### config.mk
export PLATFORM = sky130hd
export DESIGN_NAME = vote_merge_unit
export DESIGN_NICKNAME = d
export VERILOG_FILES = /design/src/rtl/vm_pkg.sv /design/src/rtl/vm_const_regs.sv /design/src/rtl/vm_offset_stage.sv /design/src/rtl/vm_count_stage.sv /design/src/rtl/vote_merge_unit.sv
export SDC_FILE = /design/constraint.sdc
export NUM_CORES = 1
export LEC_CHECK = 0
export BUFFER_PORTS_ARGS = -buffer_cell sky130_fd_sc_hd__buf_4
export CAP_MARGIN = 0
export CORE_MARGIN = 5
export CORE_UTILIZATION = 58
export DETAILED_ROUTE_END_ITERATION = 12
export PLACE_DENSITY = 0.75
export SETUP_SLACK_MARGIN = 0.3
export SLEW_MARGIN = 20
export SYNTH_ARGS = -nofsm -noshare
export SYNTH_HDL_FRONTEND = slang
export SYNTH_SLANG_ARGS = --single-unit
### constraint.sdc
create_clock -name clk -period 7.8 [get_ports clk]
set_input_delay 1.56 -clock clk [delete_from_list [all_inputs] [get_ports clk]]
set_output_delay 1.56 -clock clk [all_outputs]
set_load 0.02 [all_outputs]
### src/rtl/vm_pkg.sv
package vm_pkg;
    localparam int VM_OFS_W  = 3;
    localparam int VM_NUM_OFS = 5;
    localparam int VM_OFS_LINES = 1 << VM_OFS_W;
endpackage

### src/rtl/vm_const_regs.sv
module vm_const_regs #(
    parameter int NPIX = 8,
    parameter int CW   = 15,
    localparam int IDX_W = $clog2(NPIX)
) (
    input  logic                      clk,
    input  logic                      rst_n,
    input  logic                      cfg_we,
    input  logic [IDX_W-1:0]          cfg_idx,
    input  logic [CW-1:0]             cfg_val,
    output logic [NPIX-1:0][CW-1:0]   consts
);
    typedef struct packed {
        logic [NPIX-1:0][CW-1:0] tab;
    } reg_t;

    reg_t r_d, r_q;

    always_comb begin
        r_d = r_q;
        if (cfg_we) begin
            r_d.tab[cfg_idx] = cfg_val;
        end
    end

    always_ff @(posedge clk or negedge rst_n) begin
        if (!rst_n) r_q <= '0;
        else        r_q <= r_d;
    end

    assign consts = r_q.tab;

    // without a write strobe the table holds
    a_r8_hold_without_write: assert property (@(posedge clk) disable iff (!rst_n)
        !cfg_we |=> $stable(r_q.tab));
endmodule

### src/rtl/vm_offset_stage.sv
module vm_offset_stage
    import vm_pkg::*;
#(
    parameter int NPIX   = 8,
    parameter int FRAC_W = 12,
    localparam int CW    = FRAC_W + VM_OFS_W
) (
    input  logic                           clk,
    input  logic                           rst_n,
    input  logic                           in_valid,
    input  logic [NPIX-1:0]                in_pix,
    input  logic [FRAC_W-1:0]              in_frac,
    input  logic [NPIX-1:0][CW-1:0]        consts,
    output logic                           s1_valid,
    output logic [NPIX-1:0]                s1_pix,
    output logic [NPIX-1:0][VM_OFS_W-1:0]  s1_ofs
);
    typedef struct packed {
        logic                          vld;
        logic [NPIX-1:0]               pix;
        logic [NPIX-1:0][VM_OFS_W-1:0] ofs;
    } st_t;

    st_t s_d, s_q;
    logic [NPIX-1:0][CW-1:0] sum;

    for (genvar i = 0; i < NPIX; i++) begin : g_add
        assign sum[i] = {{VM_OFS_W{1'b0}}, in_frac} + consts[i];
    end

    always_comb begin
        s_d.vld = in_valid;
        s_d.pix = in_valid ? in_pix : '0;
        for (int i = 0; i < NPIX; i++) begin
            s_d.ofs[i] = in_valid ? sum[i][CW-1:FRAC_W] : '0;
        end
    end

    always_ff @(posedge clk or negedge rst_n) begin
        if (!rst_n) s_q <= '0;
        else        s_q <= s_d;
    end

    assign s1_valid = s_q.vld;
    assign s1_pix   = s_q.pix;
    assign s1_ofs   = s_q.ofs;

    // an empty stage carries no feature bits forward
    a_r7_idle_stage_clean: assert property (@(posedge clk) disable iff (!rst_n)
        !in_valid |=> (s1_pix == '0));
endmodule

### src/rtl/vm_count_stage.sv
module vm_count_stage
    import vm_pkg::*;
#(
    parameter int NPIX  = 8,
    localparam int CNT_W = $clog2(NPIX + 1)
) (
    input  logic                                clk,
    input  logic                                rst_n,
    input  logic                                s1_valid,
    input  logic [NPIX-1:0]                     s1_pix,
    input  logic [NPIX-1:0][VM_OFS_W-1:0]       s1_ofs,
    output logic                                out_valid,
    output logic [VM_NUM_OFS-1:0][CNT_W-1:0]    out_cnt
);
    typedef struct packed {
        logic                             vld;
        logic [VM_NUM_OFS-1:0][CNT_W-1:0] cnt;
    } st_t;

    st_t s_d, s_q;
    logic [NPIX-1:0][VM_NUM_OFS-1:0] hit;

    for (genvar i = 0; i < NPIX; i++) begin : g_dec
        logic [VM_OFS_LINES-1:0] line;
        assign line   = VM_OFS_LINES'(1) << s1_ofs[i];
        assign hit[i] = line[VM_NUM_OFS-1:0] & {VM_NUM_OFS{s1_pix[i]}};
    end

    always_comb begin
        s_d.vld = s1_valid;
        s_d.cnt = '0;
        for (int k = 0; k < VM_NUM_OFS; k++) begin
            for (int i = 0; i < NPIX; i++) begin
                if (s1_valid && hit[i][k]) s_d.cnt[k] = s_d.cnt[k] + CNT_W'(1);
            end
        end
    end

    always_ff @(posedge clk or negedge rst_n) begin
        if (!rst_n) s_q <= '0;
        else        s_q <= s_d;
    end

    assign out_valid = s_q.vld;
    assign out_cnt   = s_q.cnt;

    // output flag follows the stage-one flag by one edge
    a_r6_valid_follows: assert property (@(posedge clk) disable iff (!rst_n)
        s1_valid |=> out_valid);
    a_r6_gap_follows: assert property (@(posedge clk) disable iff (!rst_n)
        !s1_valid |=> !out_valid);
    // counts are zero whenever the flag is low
    a_r7_idle_zero: assert property (@(posedge clk) disable iff (!rst_n)
        !out_valid |-> (out_cnt == '0));

    for (genvar k = 0; k < VM_NUM_OFS; k++) begin : g_chk
        // no count exceeds the pixel total
        a_r3_cnt_range: assert property (@(posedge clk) disable iff (!rst_n)
            out_cnt[k] <= CNT_W'(NPIX));
    end
endmodule

### src/rtl/vote_merge_unit.sv
module vote_merge_unit
    import vm_pkg::*;
#(
    parameter int FRAC_W = 12,
    parameter int ROWS   = 2,
    parameter int COLS   = 4,
    localparam int NPIX  = ROWS * COLS,
    localparam int IDX_W = $clog2(NPIX),
    localparam int CW    = FRAC_W + VM_OFS_W,
    localparam int CNT_W = $clog2(NPIX + 1),
    localparam int TOT_W = CNT_W + VM_OFS_W
) (
    input  logic                          clk,
    input  logic                          rst_n,
    input  logic                          cfg_we,
    input  logic [IDX_W-1:0]              cfg_idx,
    input  logic [CW-1:0]                 cfg_val,
    input  logic                          in_valid,
    input  logic [NPIX-1:0]               in_pix,
    input  logic [FRAC_W-1:0]             in_frac,
    output logic                          out_valid,
    output logic [VM_NUM_OFS*CNT_W-1:0]   out_cnt
);
    logic [NPIX-1:0][CW-1:0]             consts;
    logic                                s1_valid;
    logic [NPIX-1:0]                     s1_pix;
    logic [NPIX-1:0][VM_OFS_W-1:0]       s1_ofs;
    logic [VM_NUM_OFS-1:0][CNT_W-1:0]    cnt;

    vm_const_regs #(.NPIX(NPIX), .CW(CW)) u_regs (
        .clk(clk), .rst_n(rst_n), .cfg_we(cfg_we), .cfg_idx(cfg_idx),
        .cfg_val(cfg_val), .consts(consts)
    );

    vm_offset_stage #(.NPIX(NPIX), .FRAC_W(FRAC_W)) u_ofs (
        .clk(clk), .rst_n(rst_n), .in_valid(in_valid), .in_pix(in_pix),
        .in_frac(in_frac), .consts(consts), .s1_valid(s1_valid),
        .s1_pix(s1_pix), .s1_ofs(s1_ofs)
    );

    vm_count_stage #(.NPIX(NPIX)) u_cnt (
        .clk(clk), .rst_n(rst_n), .s1_valid(s1_valid), .s1_pix(s1_pix),
        .s1_ofs(s1_ofs), .out_valid(out_valid), .out_cnt(cnt)
    );

    assign out_cnt = cnt;

    logic [TOT_W-1:0] total;
    always_comb begin
        total = '0;
        for (int k = 0; k < VM_NUM_OFS; k++) total = total + TOT_W'(cnt[k]);
    end

    // merged votes never exceed the feature pixels of the block
    a_r4_total_bound: assert property (@(posedge clk) disable iff (!rst_n)
        in_valid |=> ##1 (int'(total) <= $countones($past(in_pix, 2))));
    // an empty block yields no votes
    a_r4_empty_block: assert property (@(posedge clk) disable iff (!rst_n)
        (in_valid && in_pix == '0) |=> ##1 (out_valid && total == '0));
    // two-edge latency at the ports
    a_r6_port_latency: assert property (@(posedge clk) disable iff (!rst_n)
        in_valid |=> ##1 out_valid);
endmodule

==> results of run 1 <==
critical path: stages (launching register included):
cell and delay, ns:
dfrtp_1 0.74, nand2_1 0.22, nor4_1 0.43, inv_1 0.15, ha_1 0.23, and3_2 0.18
a21oi_1 0.15, xnor2_1 0.08, mux2i_1 0.28, inv_1 0.08, ha_1 0.31, xnor2_1 0.12
or3_1 0.30, o211ai_1 0.16, ha_1 0.30, mux2_2 0.28, ha_1 0.28, mux2_2 0.25
layer usage:
layer  GRT usage (%)  wire length (µm)  up-vias
met3           4.113               654       33
met1           26.70             10120     3680
met5               0                 0        -
li1                -                 -     3727
met4           6.328               508        0
met2           37.89             11620      110
area by class of cell:
type	instances	share of cell area, %
Tap cell	260	2.589
Multi-Input combinational cell	757	52.32
Inverter	38	1.135
Timing Repair Buffer	69	4.312
Clock inverter	15	1.603
Clock buffer	17	3.386
Sequential cell	174	34.66
stage by stage:
stage	utilization, %	worst slack, ns	total power, mW
global placement	63.24	3.366	1.898
finish	66.72	3.147	2.836
detailed placement	63.24	3.185	1.937
CTS	66.57	3.181	2.859
floorplan	-	3.708	1.720
global route	66.72	2.682	3.012
path summary, 6_finish.rpt:
path | start | endpoint | slack (ns) | cells past startpoint
setup / recovery | u_ofs.s1_valid$_DFF_PN0_ | u_cnt.out_cnt[1]$_DFF_PN0_ | 3.15 | 17
hold / removal | u_regs.consts[105]$_DFFE_PN0P_ | u_regs.consts[105]$_DFFE_PN0P_ | 0.51 | 1
setup reg to reg | u_ofs.s1_valid$_DFF_PN0_ | u_cnt.out_cnt[1]$_DFF_PN0_ | 3.15 | 17
hold reg to reg | u_regs.consts[105]$_DFFE_PN0P_ | u_regs.consts[105]$_DFFE_PN0P_ | 0.51 | 1
max in group asynchronous | rst_n | u_ofs.s1_pix[4]$_DFF_PN0_ | 5.39 | 3
min in group asynchronous | rst_n | u_cnt.out_cnt[10]$_DFF_PN0_ | 1.22 | 1
power by group:
part	internal [mW]	switching (mW)
Clock	0.517	0.390
Combinational	0.363	0.342
Sequential	1.08	0.144
sequential cells by signal, indices dropped and copies added (netlist names):
name             flops
u_regs.consts      120
u_ofs.s1_ofs        24
u_ofs.s1_pix         8
u_ofs.s1_valid       1
u_cnt.out_valid      1
u_cnt.out_cnt       20
placed cells by master (no fill, tap or decap), types with 11 or more instances in the layout:
| cell | netlist | final |
|---|---|---|
| buf_4 | 0 | 67 |
| ha_1 | 128 | 128 |
| nand2b_1 | 11 | 11 |
| nand3_1 | 26 | 26 |
| xnor2_1 | 59 | 59 |
| nand4_1 | 18 | 18 |
| o21ai_0 | 29 | 29 |
| nand2_1 | 56 | 56 |
| inv_1 | 37 | 37 |
| a21o_1 | 16 | 16 |
| dfrtp_1 | 174 | 174 |
| nor2_1 | 28 | 28 |
| clkbuf_16 | 0 | 17 |
| a21oi_1 | 32 | 32 |
| xor2_1 | 29 | 29 |
| and2_1 | 33 | 33 |
| mux2_2 | 132 | 132 |
cells by family after synthesis:
| logic type | Yosys count | synth area share (%) |
|---|---|---|
| and+or+nand+nor | 242 | 12.28 |
| DFF | 174 | 39.01 |
| AOI/OAI and AO/OA | 148 | 9.294 |
| muxes | 142 | 14.22 |
| adders and majority gates | 128 | 14.35 |
| xor gates and xnor gates | 97 | 8.576 |
| buffers and inverters | 61 | 2.276 |
==> flow_summary.json, run 1 <==
{
  "status": "finished, final reports clean",
  "ys_top_cells_by_count": "dfrtp_1 (174), mux2_2 (132), ha_1 (128)",
  "clk_pin_slew_ns": 0.07,
  "drc_errors": 0,
  "rsz0062_at_grt": "false",
  "maxCapViolations": 0,
  "ctsResizeCount": 0,
  "hold_viol_final": 0,
  "synthFlopType": "dfrtp_1",
  "post-cts-setup-buffers": 0,
  "finalCritPeriodShare_pct": 59.65,
  "cts_root_buffer": "clkbuf_16",
  "clk_latency_ns": 0.43,
  "placed_cells": 1297,
  "grt_pass1_wl_um": 38000,
  "dieArea_um2": 22120,
  "fin_crit_ns": 4.653,
  "clock_path_buffers": 2,
  "worst_setup_path_start_kind": "flop",
  "placed_cell_area_um2": 11910,
  "antenna_found_initial": 0,
  "seq_area_um2": 4354,
  "synth.avg_cell_area_um2": 11.25,
  "htreeDepth": 4,
  "cts_made_buffers": 17,
  "dp_hpwl_um": 16730,
  "multiInputGateArea_um2": 6573,
  "viasPerCell": 5.677,
  "cts_sinks": 174,
  "hold_slack_ns": 0.5113,
  "design.core.area_um2": 18830,
  "finalClockSkew_ns": 0.01300,
  "stdcell_count": 1330,
  "yosys_warnings": 0,
  "grtUsageTotal_pct": 21.44,
  "syn-cell-area_um2": 11160,
  "die_w_um": 148.7,
  "start_util_pct": 59.27,
  "ir_drop_mv": 0.1767,
  "synthTopCellsByArea": "dfrtp_1 (39%), ha_1 (14%), mux2_2 (13%), xnor2_1 (4.6%), xor2_1 (2.3%)",
  "die_h_um": 148.7,
  "fin_area_um2": 12560,
  "place_congestion": 0.9526,
  "worst_pin_slew_ns": 1.039,
  "end_kind": "flop",
  "synth_edf_count": 0,
  "synthMostInstantiatedCell": "dfrtp_1",
  "p_per_area_nw_per_um2": 225.7,
  "crit_required_ns": 8.12,
  "wl_per_cell_um": 17.22,
  "ys_types": 77,
  "cp.arrival_ns": 4.97,
  "slew_viol_final": 0,
  "yosysTopAreaCell": "dfrtp_1",
  "area_delta_synth_final_pct": 12.57,
  "synthCells": 992,
  "postCtsHoldBufs": 0,
  "n_antenna_cell": 0,
  "drtIter0Drc": 290,
  "fin_setup_tns_ns": 0,
  "synth.yosys.seq_area_share_pct": 39.01,
  "setup-violations-final": 0,
  "synth_top_cell_area_share_pct": 39.01,
  "fp-row-count": 50,
  "drive_gt1_share_pct": 25.79,
  "dr.pass1.iters": 5,
  "io_pins": 63,
  "fmax_mhz": 214.9,
  "cts_tree": "built",
  "grt_pass1_vias": 7606,
  "numPortBuffers": 62,
  "slew_headroom_pct": 30.37,
  "grt_max_degree": 96,
  "wl_um": 22900,
  "ant_nets": 0,
  "grt-ovfl-total": 0,
  "worstHoldPathType": "flop to flop",
  "yosys_register_bits": 174,
  "layout.nets": 1227,
  "fillers": 1456,
  "crit_type": "flop to flop",
  "p_leak_nw": 5.884,
  "path_max_fanout": 19,
  "vias": 7550,
  "synthArstFlopShare_pct": 100.0,
  "syn-num-nets": 1162
}
No activity file was read; power rests on OpenSTA's default activity.
==> run 2, diff against run 1 <==
==> constraint.sdc (replaced) <==
create_clock -name clk -period 4.7 [get_ports clk]
set_input_delay 0.94 -clock clk [delete_from_list [all_inputs] [get_ports clk]]
set_output_delay 0.94 -clock clk [all_outputs]
set_load 0.02 [all_outputs]
==> run 2 against run 1 <==
Clock skew grew 0.0031 ns; sequential cell count is the same; sequential power up 66%; clock-buffer cell count increased by 1; register-to-register slack worse by 2.6 ns; global-route usage is 0.19 points higher; cell count increased by 0.23%; largest cell class unchanged; combinational power is 66% higher.
==> flow_summary.json, run 2 (synthesized netlist as in run 1, its figures left out) <==
{
  "status": "finished, final reports clean",
  "finalCritPeriodShare_pct": 87.94,
  "post-cts-setup-buffers": 0,
  "layout.nets": 1230,
  "dp_hpwl_um": 17040,
  "drive_gt1_share_pct": 26.56,
  "path_max_fanout": 8,
  "comb_power_share_pct": 25.6,
  "rsz0062_at_grt": "false",
  "clk_latency_ns": 0.43,
  "seq_area_um2": 4355,
  "grt_pass1_wl_um": 38290,
  "cts_sinks": 174,
  "numPortBuffers": 62,
  "cp.arrival_ns": 4.45,
  "viasPerCell": 5.720,
  "p_int_mw": 3.116,
  "start_util_pct": 59.27,
  "placed_cells": 1301,
  "hold_viol_final": 0,
  "worstHoldPathType": "flop to flop",
  "die_w_um": 148.7,
  "p_switching_mw": 1.462,
  "finalClockSkew_ns": 0.01605,
  "drtIter0Drc": 246,
  "fp-row-count": 50,
  "switching_share_pct": 31.93,
  "design.core.area_um2": 18830,
  "crit_required_ns": 5.02,
  "final_cell_mix": "dfrtp_1 (173), mux2_2 (132), ha_1 (127)",
  "cts_root_buffer": "clkbuf_16",
  "vias": 7625,
  "largest_reg_flops": 120,
  "io_pins": 63,
  "slew_viol_final": 0,
  "fin_setup_tns_ns": 0,
  "fin_crit_ns": 4.133,
  "fmax_mhz": 241.9,
  "post-route-util_pct": 66.67,
  "maxCapViolations": 0,
  "multiInputGateArea_um2": 6601,
  "crit_type": "flop to flop",
  "dr.pass1.iters": 5,
  "cts_tree": "built",
  "n_antenna_cell": 0,
  "worst_setup_path_start_kind": "flop",
  "htreeDepth": 4,
  "ir_drop_mv": 0.2793,
  "grtUsageTotal_pct": 21.64,
  "p_clk_share_pct": 30.2,
  "wl_um": 22900,
  "grt_max_degree": 95,
  "fillers": 1468,
  "stdcell_count": 1333,
  "slew_headroom_pct": 27.18,
  "p_leak_nw": 5.869,
  "clk_pin_slew_ns": 0.07,
  "grt-ovfl-total": 0,
  "total_power_mw": 4.577,
  "p_per_area_nw_per_um2": 364.6,
  "r2r_start": "u_ofs.s1_valid$_DFF_PN0_",
  "area_delta_synth_final_pct": 12.49,
  "r2r_end": "u_cnt.out_cnt[1]$_DFF_PN0_",
  "die_h_um": 148.7,
  "grt_pass1_vias": 7674,
  "power_frac_seq_pct": 44.2,
  "cp-endpoint": "u_cnt.out_cnt[1]$_DFF_PN0_",
  "setup-violations-final": 0,
  "wl_per_cell_um": 17.18,
  "final_common_cell": "dfrtp_1",
  "cts_made_buffers": 17,
  "worst_pin_slew_ns": 1.087,
  "end_kind": "flop",
  "drc_errors": 0,
  "worstRegToRegCells": 17,
  "clock_path_buffers": 2,
  "place_congestion": 0.8947,
  "fin_area_um2": 12550,
  "antenna_found_initial": 0,
  "dieArea_um2": 22120,
  "regToRegSetupSlack_ns": 0.57,
  "placed_cell_area_um2": 11940,
  "ant_nets": 0,
  "cp-startpoint": "u_ofs.s1_valid$_DFF_PN0_"
}
[run 2: changes by cell type in the layout (fill, tap and decap cells not counted), moves of 2 or more]
cell       delta
buf_4         +4
bufinv_16     -3
clkinv_8      +2
clkinv_4      +2
[run 2: power groups by stage]
stage	combinational [mW]	clock (mW)	sequential [mW]
floorplan	0.856	0	2.00
CTS	1.18	1.41	2.02
global route	1.33	1.48	2.07
finish	1.17	1.38	2.02
detailed placement	1.17	0	2.05
global placement	1.12	0	2.03
[run 2: worst min path at each step]
stage	from	end	depth (start not counted)	slack, ns
6_report	u_regs.consts[90]$_DFFE_PN0P_	u_regs.consts[90]$_DFFE_PN0P_	1	0.51
5_1_grt	u_regs.consts[69]$_DFFE_PN0P_	u_regs.consts[69]$_DFFE_PN0P_	1	0.53
2_1_floorplan	u_ofs.s1_valid$_DFF_PN0_	u_cnt.out_valid$_DFF_PN0_	0	0.37
3_5_place_dp	u_regs.consts[105]$_DFFE_PN0P_	u_regs.consts[105]$_DFFE_PN0P_	1	0.49
3_3_place_gp	u_regs.consts[45]$_DFFE_PN0P_	u_regs.consts[45]$_DFFE_PN0P_	1	0.49
4_1_cts	u_regs.consts[105]$_DFFE_PN0P_	u_regs.consts[105]$_DFFE_PN0P_	1	0.51
[run 2: area by class of cell]
class | count | area share [%]
repair buffers | 72 | 4.335
clock inverters | 14 | 1.166
multi-input cells | 757 | 52.58
flip-flops and latches | 174 | 34.69
clock buffers | 18 | 3.498
well taps | 260 | 2.591
inverters | 38 | 1.136
[run 2: critical path: stages, from the launching register on]
cell	delay, ns
dfrtp_2	0.46
nand2_1	0.09
nor2_2	0.05
nand2_1	0.12
inv_1	0.08
ha_1	0.41
nor3_1	0.12
a22o_1	0.25
o221ai_2	0.31
inv_1	0.13
ha_1	0.30
xnor2_1	0.12
or3_1	0.31
o211ai_1	0.15
ha_1	0.29
mux2_2	0.28
ha_1	0.28
mux2_2	0.26
[run 2: per-layer routing]
metal / global-route usage (%) / part of all wire, %
met1: 27.20 / 43
met2: 37.60 / 50
met3: 3.900 / 3.7
met4: 7.483 / 2.7
met5: 0 / 0
[run 2: repair_timing]
item,in CTS,in global routing
hold buffers,0,0
resized for setup,0,7
setup endpoints to repair,0,5
[run 2: metrics by stage]
stage | setup WS (ns) | hold slack (ns)
finish | 0.5667 | 0.5075
global route | 0.3121 | 0.5272
CTS | 0.4492 | 0.5103
detailed placement | 0.4630 | 0.4943
global placement | 0.5846 | 0.4879
floorplan | 0.6080 | 0.3745
